==> src/rtl/lp_nand_pkg.sv <==
package lp_nand_pkg;

  localparam logic [7:0] OP_READ0        = 8'h00;
  localparam logic [7:0] OP_READ_SPARE   = 8'h50;
  localparam logic [7:0] OP_READ_CONFIRM = 8'h30;
  localparam logic [7:0] OP_COLOUT       = 8'h05;
  localparam logic [7:0] OP_COLOUT_CONF  = 8'hE0;
  localparam logic [7:0] OP_COLIN        = 8'h85;
  localparam logic [7:0] OP_CACHE_PROG   = 8'h15;
  localparam logic [7:0] OP_PROG         = 8'h10;
  localparam logic [7:0] OP_ERASE_A      = 8'h60;
  localparam logic [7:0] OP_ERASE_B      = 8'hD0;
  localparam logic [7:0] OP_LOAD         = 8'h80;
  localparam logic [7:0] OP_STATUS       = 8'h70;
  localparam logic [7:0] OP_IDENT        = 8'h90;
  localparam logic [7:0] OP_PARAM        = 8'hEC;
  localparam logic [7:0] OP_GETFEAT      = 8'hEE;
  localparam logic [7:0] OP_SETFEAT      = 8'hEF;

  typedef enum logic [1:0] {POST_NONE, POST_CCS, POST_READY} post_e;

  typedef enum logic [2:0] {
    PH_IDLE, PH_EMIT, PH_TWB, PH_WRDY, PH_CCS, PH_DONE
  } phase_e;

  localparam int          N_STAGES = 7;
  localparam logic [2:0]  STG_NONE = 3'd7;

  // opcodes whose address phase is a single byte
  function automatic logic addr8_op(input logic [7:0] op);
    return (op == OP_IDENT) || (op == OP_PARAM) ||
           (op == OP_GETFEAT) || (op == OP_SETFEAT);
  endfunction

  function automatic logic no_wait_op(input logic [7:0] op);
    case (op)
      OP_CACHE_PROG, OP_PROG, OP_ERASE_A, OP_ERASE_B,
      OP_LOAD, OP_STATUS, OP_IDENT, OP_SETFEAT: return 1'b1;
      default: return 1'b0;
    endcase
  endfunction

  function automatic post_e post_of(input logic [7:0] op, input logic cmd_en,
                                    input logic has_addr, input logic ccs_en);
    if (!cmd_en)                            return POST_NONE;
    if (no_wait_op(op))                     return POST_NONE;
    if (op == OP_COLIN || op == OP_COLOUT)  return ccs_en ? POST_CCS : POST_NONE;
    if (op == OP_READ0 && !has_addr)        return POST_NONE;
    return POST_READY;
  endfunction

  // lowest enabled stage at or above 'from'; STG_NONE when none is left
  function automatic logic [2:0] next_stage(input logic [N_STAGES-1:0] en,
                                            input logic [3:0] from);
    logic [2:0] r;
    r = STG_NONE;
    for (int i = N_STAGES - 1; i >= 0; i--) begin
      if (en[i] && (i >= int'(from))) r = 3'(i);
    end
    return r;
  endfunction

endpackage

==> src/rtl/lp_nand_req_prep.sv <==
module lp_nand_req_prep
  import lp_nand_pkg::*;
#(
  parameter int PAGE_BYTES   = 2048,
  parameter int COL_W        = 16,
  parameter int CNT_W        = 8,
  parameter int CCS_FALLBACK = 50
) (
  input  logic [7:0]          op,
  input  logic                cmd_en,
  input  logic                col_en,
  input  logic [COL_W-1:0]    col,
  input  logic                row_en,
  input  logic                bus16,
  input  logic                row3,
  input  logic                ccs_en,
  input  logic                ccs_valid,
  input  logic [CNT_W-1:0]    ccs_min,
  output logic [7:0]          eff_op,
  output logic [7:0]          conf_op,
  output logic [15:0]         col_out,
  output logic [N_STAGES-1:0] stage_en,
  output post_e               post,
  output logic [CNT_W-1:0]    ccs_len
);

  localparam logic [15:0]      PAGE_OFS = 16'(PAGE_BYTES);
  localparam logic [CNT_W-1:0] FALLBACK = CNT_W'(CCS_FALLBACK);

  logic        spare;
  logic        col_on;
  logic        narrow;
  logic        conf_en;
  logic [15:0] col_base;
  logic [15:0] col_adj;

  always_comb begin
    spare    = cmd_en && (op == OP_READ_SPARE);
    eff_op   = spare ? OP_READ0 : op;
    col_on   = col_en || spare;
    narrow   = addr8_op(eff_op);
    col_base = col_en ? 16'(col) : 16'd0;
    col_adj  = spare ? col_base + PAGE_OFS : col_base;
    col_out  = (bus16 && !narrow) ? (col_adj >> 1) : col_adj;

    conf_en  = cmd_en && ((eff_op == OP_COLOUT) ||
                          ((eff_op == OP_READ0) && (col_on || row_en)));
    conf_op  = (eff_op == OP_COLOUT) ? OP_COLOUT_CONF : OP_READ_CONFIRM;

    stage_en = {conf_en, row_en && row3, row_en, row_en,
                col_on && !narrow, col_on, cmd_en};

    post     = post_of(eff_op, cmd_en, col_on || row_en, ccs_en);

    if (!ccs_valid)          ccs_len = FALLBACK;
    else if (ccs_min == '0)  ccs_len = CNT_W'(1);
    else                     ccs_len = ccs_min;
  end

endmodule

==> src/rtl/lp_nand_wait_timer.sv <==
module lp_nand_wait_timer #(
  parameter int CNT_W = 8
) (
  input  logic             clk,
  input  logic             rst_n,
  input  logic             load,
  input  logic [CNT_W-1:0] load_val,
  input  logic             tick,
  output logic             expired
);

  logic [CNT_W-1:0] cnt;

  always_ff @(posedge clk) begin
    if (!rst_n)                    cnt <= '0;
    else if (load)                 cnt <= (load_val == '0) ? CNT_W'(1) : load_val;
    else if (tick && cnt > CNT_W'(1)) cnt <= cnt - CNT_W'(1);
  end

  assign expired = (cnt <= CNT_W'(1));

endmodule

==> src/rtl/lp_nand_cmd_seq.sv <==
module lp_nand_cmd_seq
  import lp_nand_pkg::*;
#(
  parameter int PAGE_BYTES   = 2048,
  parameter int COL_W        = 16,
  parameter int ROW_W        = 24,
  parameter int CNT_W        = 8,
  parameter int TWB_CYCLES   = 10,
  parameter int CCS_FALLBACK = 50
) (
  input  logic             clk,
  input  logic             rst_n,
  input  logic             req_valid,
  output logic             req_ready,
  input  logic             req_cmd_en,
  input  logic [7:0]       req_opcode,
  input  logic             req_col_en,
  input  logic [COL_W-1:0] req_col,
  input  logic             req_row_en,
  input  logic [ROW_W-1:0] req_row,
  input  logic             cfg_bus16,
  input  logic             cfg_row3,
  input  logic             cfg_ccs_en,
  input  logic             cfg_ccs_valid,
  input  logic [CNT_W-1:0] cfg_ccs_min,
  output logic             bus_valid,
  output logic             bus_is_cmd,
  output logic [7:0]       bus_data,
  input  logic             bus_done,
  input  logic             dev_ready,
  output logic             seq_done
);

  localparam logic [CNT_W-1:0] TWB_LEN = CNT_W'(TWB_CYCLES);

  // request decode
  logic [7:0]          p_op, p_conf;
  logic [15:0]         p_col;
  logic [N_STAGES-1:0] p_en;
  post_e               p_post;
  logic [CNT_W-1:0]    p_ccs;

  lp_nand_req_prep #(
    .PAGE_BYTES(PAGE_BYTES), .COL_W(COL_W),
    .CNT_W(CNT_W), .CCS_FALLBACK(CCS_FALLBACK)
  ) u_prep (
    .op(req_opcode), .cmd_en(req_cmd_en), .col_en(req_col_en), .col(req_col),
    .row_en(req_row_en), .bus16(cfg_bus16), .row3(cfg_row3),
    .ccs_en(cfg_ccs_en), .ccs_valid(cfg_ccs_valid), .ccs_min(cfg_ccs_min),
    .eff_op(p_op), .conf_op(p_conf), .col_out(p_col), .stage_en(p_en),
    .post(p_post), .ccs_len(p_ccs)
  );

  // captured request
  phase_e              phase, phase_d;
  logic [2:0]          stage_q, stage_d;
  logic [N_STAGES-1:0] en_q;
  logic [7:0]          op_q, conf_q;
  logic [15:0]         col_q;
  logic [23:0]         row_q;
  post_e               post_q;
  logic [CNT_W-1:0]    ccs_q;

  // events brought out for the checker
  logic       accept_w;
  logic       hs_w;
  logic       wait_ready_w;
  logic       ccs_wait_w;
  logic [2:0] nxt_w;

  logic             t_load, t_tick, t_exp;
  logic [CNT_W-1:0] t_val;
  post_e            post_sel;
  logic [CNT_W-1:0] ccs_sel;
  logic             go_post;

  assign accept_w     = req_valid && (phase == PH_IDLE);
  assign hs_w         = bus_valid && bus_done;
  assign wait_ready_w = (phase == PH_WRDY);
  assign ccs_wait_w   = (phase == PH_CCS);

  always_comb begin
    phase_d  = phase;
    stage_d  = stage_q;
    go_post  = 1'b0;
    post_sel = (phase == PH_IDLE) ? p_post : post_q;
    ccs_sel  = (phase == PH_IDLE) ? p_ccs : ccs_q;
    t_load   = 1'b0;
    t_val    = '0;
    nxt_w    = STG_NONE;
    case (phase)
      PH_IDLE: if (req_valid) begin
        nxt_w = next_stage(p_en, 4'd0);
        if (nxt_w != STG_NONE) begin
          phase_d = PH_EMIT;
          stage_d = nxt_w;
        end else go_post = 1'b1;
      end
      PH_EMIT: if (bus_done) begin
        nxt_w = next_stage(en_q, {1'b0, stage_q} + 4'd1);
        if (nxt_w != STG_NONE) stage_d = nxt_w;
        else                   go_post = 1'b1;
      end
      PH_TWB:  if (t_exp) phase_d = PH_WRDY;
      PH_WRDY: if (dev_ready) phase_d = PH_DONE;
      PH_CCS:  if (t_exp) phase_d = PH_DONE;
      default: phase_d = PH_IDLE;
    endcase
    if (go_post) begin
      case (post_sel)
        POST_CCS: begin
          phase_d = PH_CCS; t_load = 1'b1; t_val = ccs_sel;
        end
        POST_READY: begin
          phase_d = PH_TWB; t_load = 1'b1; t_val = TWB_LEN;
        end
        default: phase_d = PH_DONE;
      endcase
    end
  end

  assign t_tick = (phase == PH_TWB) || (phase == PH_CCS);

  lp_nand_wait_timer #(.CNT_W(CNT_W)) u_timer (
    .clk(clk), .rst_n(rst_n), .load(t_load), .load_val(t_val),
    .tick(t_tick), .expired(t_exp)
  );

  always_ff @(posedge clk) begin
    if (!rst_n) begin
      phase   <= PH_IDLE;
      stage_q <= '0;
      en_q    <= '0;
      op_q    <= '0;
      conf_q  <= '0;
      col_q   <= '0;
      row_q   <= '0;
      post_q  <= POST_NONE;
      ccs_q   <= '0;
    end else begin
      phase   <= phase_d;
      stage_q <= stage_d;
      if (accept_w) begin
        en_q   <= p_en;
        op_q   <= p_op;
        conf_q <= p_conf;
        col_q  <= p_col;
        row_q  <= 24'(req_row);
        post_q <= p_post;
        ccs_q  <= p_ccs;
      end
    end
  end

  // byte lanes per stage, in emission order
  logic [7:0] lane [N_STAGES];
  assign lane[0] = op_q;
  assign lane[1] = col_q[7:0];
  assign lane[2] = col_q[15:8];
  assign lane[6] = conf_q;
  for (genvar g = 0; g < 3; g++) begin : g_row
    assign lane[3+g] = row_q[8*g +: 8];
  end

  assign req_ready  = (phase == PH_IDLE);
  assign bus_valid  = (phase == PH_EMIT);
  assign bus_is_cmd = (stage_q == 3'd0) || (stage_q == 3'd6);
  assign bus_data   = (stage_q == STG_NONE) ? 8'h00 : lane[stage_q];
  assign seq_done   = (phase == PH_DONE);

endmodule

==> config.mk <==
export PLATFORM = sky130hd
export DESIGN_NAME = lp_nand_cmd_seq
export DESIGN_NICKNAME = d
export VERILOG_FILES = /design/src/rtl/lp_nand_pkg.sv /design/src/rtl/lp_nand_req_prep.sv /design/src/rtl/lp_nand_wait_timer.sv /design/src/rtl/lp_nand_cmd_seq.sv
export SDC_FILE = /design/constraint.sdc
export NUM_CORES = 1
export LEC_CHECK = 0
export BUFFER_PORTS_ARGS = -buffer_cell sky130_fd_sc_hd__buf_4
export CORE_MARGIN = 4
export CORE_UTILIZATION = 45
export CTS_BUF_LIST = sky130_fd_sc_hd__clkbuf_8
export CTS_CLUSTER_SIZE = 40
export DETAILED_ROUTE_END_ITERATION = 10
export GPL_ROUTABILITY_DRIVEN = 0
export PLACE_DENSITY = 0.73
export SLEW_MARGIN = 20
export SYNTH_ARGS = -nofsm -noshare
export SYNTH_HDL_FRONTEND = slang
export SYNTH_SLANG_ARGS = --single-unit
==> constraint.sdc <==
create_clock -name clk -period 3.3 [get_ports clk]
set_clock_uncertainty 0.1 [all_clocks]
set_input_delay 0.165 -clock clk [delete_from_list [all_inputs] [get_ports clk]]
set_output_delay 0.165 -clock clk [all_outputs]
set_load 0.05 [all_outputs]
**Word-level counts from Yosys, hierarchy flattened**

Index checks and enable logic that the tools add are counted.

- Add/sub/neg operators: 3
- Order comparisons: 10
- Equal/unequal tests: 34
- Multiplexer cells: 75
- Bitwise gates (word level): 1
- Reductions and logical operators: 38

Operators by type and width:

| kind | count |
|---|---|
| $mux W8 | 12 |
| $mux W3 | 25 |
| $eq A8 B8 Y1 const B | 7 |
| $mux W16 | 3 |
| $bmux W8 S3 | 1 |
| $eq A8 B7 Y1 const B | 3 |
| $logic_not A8 Y1 | 3 |
| $mux W1 | 20 |
| $mux W2 | 9 |
| $add A16 B12 Y16 const B | 1 |
| $eq A8 B5 Y1 const B | 2 |
| $logic_and A1 B1 Y1 | 16 |
| $pmux W8 S2 | 1 |
| $pmux W3 S5 | 1 |
| $eq A3 B3 Y1 const B | 4 |
| $ge A3 B4 Y1 const A | 3 |
| $pmux W3 S2 | 2 |
| $logic_or A1 B1 Y1 | 9 |
| $ne A3 B3 Y1 const B | 3 |
| $eq A8 B3 Y1 const B | 1 |
| $ge A1 B4 Y1 const A | 2 |
| $ge A2 B4 Y1 const A | 2 |
| $gt A8 B1 Y1 const B | 1 |
| $le A8 B1 Y1 const B | 1 |
| other kinds (20) | 29 |

- Bits in registers: 87
- Bits of input ports: 68
- Output and inout bits: 12
- Word-level logic and storage cells: 171

**Logic depth before layout (Yosys ltp)**

- Depth after elaboration: 25
- Depth in mapped cells: 14
- Gate-level depth less buffers: 12

**Cells and area by module**

Synthesis repeated with hierarchy kept, for this count alone.

- Cell total of the unflattened synthesis: 722
- Area total of the unflattened synthesis: 5,323.9 µm²

Modules (own cells, without submodules):

| module | times used | cells each | area each (µm²) | sequential area each (µm²) |
|---|---|---|---|---|
| lp_nand_cmd_seq | 1 | 517 | 3,957.5 | 1,581.5 |
| lp_nand_req_prep | 1 | 142 | 842.1 | 0.0 |
| lp_nand_wait_timer | 1 | 63 | 524.3 | 160.2 |

**Worst setup path before layout**

Ideal clock, no wire load.

- Kind: flip-flop to flip-flop
- Start: register phase[0]
- End: register u_timer.cnt[5]
- Arrival time: 3.376 ns
- Data required time: 3.097 ns
- Path slack: -0.279 ns
- Stages on the path, launching flop included: 13
- Buffers on the path: 2
- Clock period less this slack: 3.579 ns
- Cell sequence: dfxtp_1 -> buf_4 -> nor2_1 -> nand2_1 -> inv_1 -> buf_1 -> mux2i_1 -> inv_1 -> ha_1 -> or3_1 -> o32a_1 -> nor3b_1 -> a2111oi_2

- Word-level cells in the longest chain between the ends: 8
- Elaborated cells on any way between the ends: 20
- Classes of those cells: eq/ne (5); mux (9); reduce/logical (6)

RTL lines:

| what | line | RTL |
|---|---|---|
| start: declaration | lp_nand_cmd_seq.sv:55 | `phase_e phase, phase_d;` |
| start signal: assignment | lp_nand_cmd_seq.sv:141 | `phase <= phase_d;` |
| $logic_not A3 Y1 * | n/a |  |
| named net req_ready | lp_nand_cmd_seq.sv:14 | `output logic req_ready,` |
| $mux W2 | lp_nand_cmd_seq.sv:86 | `post_sel = (phase == PH_IDLE) ? p_post : post_q;` |
| $eq A2 B2 Y1 / $eq A2 B1 Y1 (equally long branches) | lp_nand_cmd_seq.sv:110 | `case (post_sel)` |
| $pmux W8 S2 | lp_nand_cmd_seq.sv:110 |  |
| $mux W8 | lp_nand_cmd_seq.sv:109 | `if (go_post) begin` |
| $logic_not A8 Y1 | lp_nand_wait_timer.sv:16 | `else if (load) cnt <= (load_val == '0) ? CNT_W'(1) : load_val;` |
| $mux W8 (2 in series) | lp_nand_wait_timer.sv:16 |  |
| end signal: assignment | lp_nand_wait_timer.sv:16 |  |
| end signal: assignment | lp_nand_wait_timer.sv:17 | `else if (tick && cnt > CNT_W'(1)) cnt <= cnt - CNT_W'(1);` |
| end: declaration | lp_nand_wait_timer.sv:12 | `logic [CNT_W-1:0] cnt;` |

The timed path passes the listed nets; every way through them passes the cells marked *.
A chain may end at the register's enable or synchronous reset.

**Final worst setup path**

- Start: input req_opcode[1]
- End: register u_timer.cnt[5]

- Word-level cells in the longest chain between the ends: 23
- Elaborated cells on any way between the ends: 72
- Classes of those cells: eq/ne (16); mux (37); reduce/logical (19)

RTL lines:

| what | line | RTL |
|---|---|---|
| start: declaration | lp_nand_cmd_seq.sv:16 | `input logic [7:0] req_opcode,` |
| branches (longest 23 deep; another with $eq A8 B7 Y1) | n/a |  |

Parallel ways; which one is timed is not known. The select of a mux whose other input is x is not followed.

==> impl_results.md <==
- Status: completed
- Register area: 1620 sq um
- Area occupied by multi-input gates: 2780 sq um
- Min Tclk post-route: 3.11 ns
- Clock Sinks: 81
- Cells after Synth: 591
- P&R area growth vs syn: 29.9%
- Fin worst setup slack: 0.185 ns
- Synth warn: 0
- DP Wirelength: 9120 um
- Die height: 109 um
- Clock share of power: 0.203
- Part of the power in registers: 0.319
- Register bit count reported by yosys: 81
- Via count: 4682
- Avg Inst Size Synth: 7.83 sq um
- Post-synth cell types: 56
- CP arrival: 3.28 ns
- Placed instance area: 5380 sq um
- Iteration-0 DRC count of the detailed router: 323
- Core Area: 9910 sq um
- Worst setup path class: input port to register
- Reg clk slew, reported paths: 0.09 ns
- Nets@finish: 784
- Startpoint types: input port
- Die W: 109 um
- Initial antenna violation count: 0
- Leakage: 2.42 nW
- Clk root buf: clkbuf_8
- # IOs: 80
- Clock Tree Buf Depth: 2
- Asr flop ratio synth: 0
- Max-cap violations: 0
- Grt ovf: 0
- Antenna Cells: 0
- Hold Vio Cnt, Final: 0
- Setup TNS: 0 ns
- Top layer in use: met4
- First-pass GRT wire length: 20500 um
- Total wire length: 12800 um
- Die ar.: 12000 sq um
- Number of flops mapped to enable cells by yosys: 0
- Synthesized area: 4630 sq um
- Peak Freq: 321 MHz
- Tcrit/Tclk final: 0.944
- HP Class: input port to register
- Fillers: 853
- Setup bufs post-CTS: 0
- Buffers on Ports: 79
- Crit path max fanout: 8
- VDD IR-drop max: 0.456 mV
- Max Slew Vio Count: 0
- Rel. slew slack: 0.463
- Wire length on met1: 5900 um
- Final ANT Viol Nets: 0
- Switching Share: 0.428
- Dominant synthesized flop cell: dfxtp_1
- PostCTS Resize Cnt: 0
- Post-placement cell count: 786
- Initial Util: 0.467
- Utilization after layout: 0.607
- WP data required: 3.46 ns
- Syn Nets: 671
- Rows: 36
- Switching pwr: 1.80 mW
- CTS tree: built
- Share of layout cells above drive strength 1: 0.192
- Vias in the first global route: 4289
- RSZ-0062 raised after global routing: false
- Largest net degree at the start of global routing: 64
- Final std cells w/o fill: 842
- Actual slew at the worst max-slew pin: 0.802 ns
- Skew-Pair Late Insertion Delay: 0.35 ns
- Sequential fraction of the synthesis area: 0.351
- Wirelength per Cell: 15.2 um
- Crit end category: register
- Via/cell ratio: 5.56
- CTS buffer count: 9
- DP Worst Slack: -0.187 ns
- Internal Power: 2.40 mW
- Logic pwr share: 0.478
- Router iterations before antenna repair: 5
- Met2 wire len: 5680 um
- Commonest non-fill, non-tap cell in the layout: nand2_1
- Global Route Usage Sum: 0.215
- Metal3 WL: 973 um
- CTS Hold Bufs: 39
- Setup-failing EPs final: 0
- H-tree depth: 3
- Hold depth: 3
- Drt drc: 0
- Design area: 6010 sq um
- Most frequent cells in the layout: 121 x nand2_1, 99 x buf_4, 81 x dfxtp_1
- Cell Pwr Density: 699 nW/um^2
- Worst R2R Path Depth: 10
state kept, by name, summed over array words and instances (netlist names):
name / cells
ccs_q: 8
col_q: 16
conf_q: 3
en_q: 6
op_q: 8
phase: 3
post_q: 2
row_q: 24
stage_q: 3
u_timer.cnt: 8
worst paths after layout:
path,slack [ns],endpoint,start
worst max-delay path,0.19,u_timer.cnt[5],req_opcode[1]
worst min-delay path,0.01,col_q[6],req_col[7]
worst max register to register,0.31,u_timer.cnt[5],phase[0]
worst min register to register,0.35,col_q[4],col_q[4]
power by group through the flow:
stage	logic, mW	clock network (mW)	registers (mW)
2_1_floorplan	1.46	0	1.29
3_3_place_gp	1.91	0	1.35
3_5_place_dp	1.95	0	1.36
4_1_cts	2.00	0.861	1.34
5_1_grt	2.19	0.900	1.37
6_report	2.01	0.852	1.34
kinds of logic (layout without fill, tap and decap cells):
logic type | count (synthesis) | in the layout | share of synthesized area
AO/OA/AOI/OAI | 151 | 151 | 0.202
XOR/XNOR | 5 | 5 | 0.00947
adder cells (fa/ha/maj) | 12 | 12 | 0.0325
buffers and inverters | 54 | 172 | 0.0498
flip-flops | 81 | 81 | 0.351
multiplexers | 41 | 41 | 0.111
AND/OR/NAND/NOR | 247 | 247 | 0.245
per-stage QoR:
stage          power (mW)  hold slack (ns)
2_1_floorplan        2.75            0.201
3_3_place_gp         3.26            0.313
4_1_cts              4.20          0.00101
6_report             4.20           0.0111
5_1_grt              4.46           0.0139
3_5_place_dp         3.31            0.321
routing by layer:
| layer | global-route usage | up-vias |
|---|---|---|
| met2 | 0.330 | 187 |
| met5 | 0 | - |
| met3 | 0.0458 | 21 |
| met1 | 0.301 | 2156 |
| li1 | - | 2318 |
| met4 | 0.0677 | 0 |
worst max-delay path, stage by stage:
cell       delay [ns]
buf_4            0.11
or3_1            0.38
or4_1            0.52
o211ai_1         0.16
a211oi_1         0.10
mux2i_1          0.19
inv_1            0.09
ha_1             0.30
or3_1            0.38
o32a_1           0.39
nor3b_1          0.18
a2111oi_2        0.32
cell type report:
cell class	count	share of cell area
clock inverter	6	0.0162
multi-input combinational	456	0.463
clock buffer	10	0.0229
inverter	17	0.0106
timing repair buffer	139	0.190
sequential	81	0.270
tap	133	0.0277
cells in the mapped netlist (4+ instances only):
master	count	area share
or4_1	5	0.0081
nand3b_1	5	0.0081
nand2_1	121	0.098
a311oi_1	5	0.0095
and2_1	4	0.0054
ha_1	12	0.032
or3_1	5	0.0068
mux4_2	8	0.039
buf_2	4	0.0043
nor3_1	9	0.0097
nor4_1	4	0.0054
a31oi_1	6	0.0081
mux2i_1	31	0.067
buf_1	8	0.0065
o211ai_1	4	0.0065
o21ai_0	26	0.028
nand3_1	26	0.028
and3_1	4	0.0054
nand2b_1	4	0.0054
inv_1	17	0.014
nor2_1	43	0.035
dfxtp_1	81	0.35
clkbuf_1	21	0.017
a21oi_1	73	0.079
nor2b_1	7	0.0095
a211oi_1	9	0.015
(Power assumes the default switching activity.)
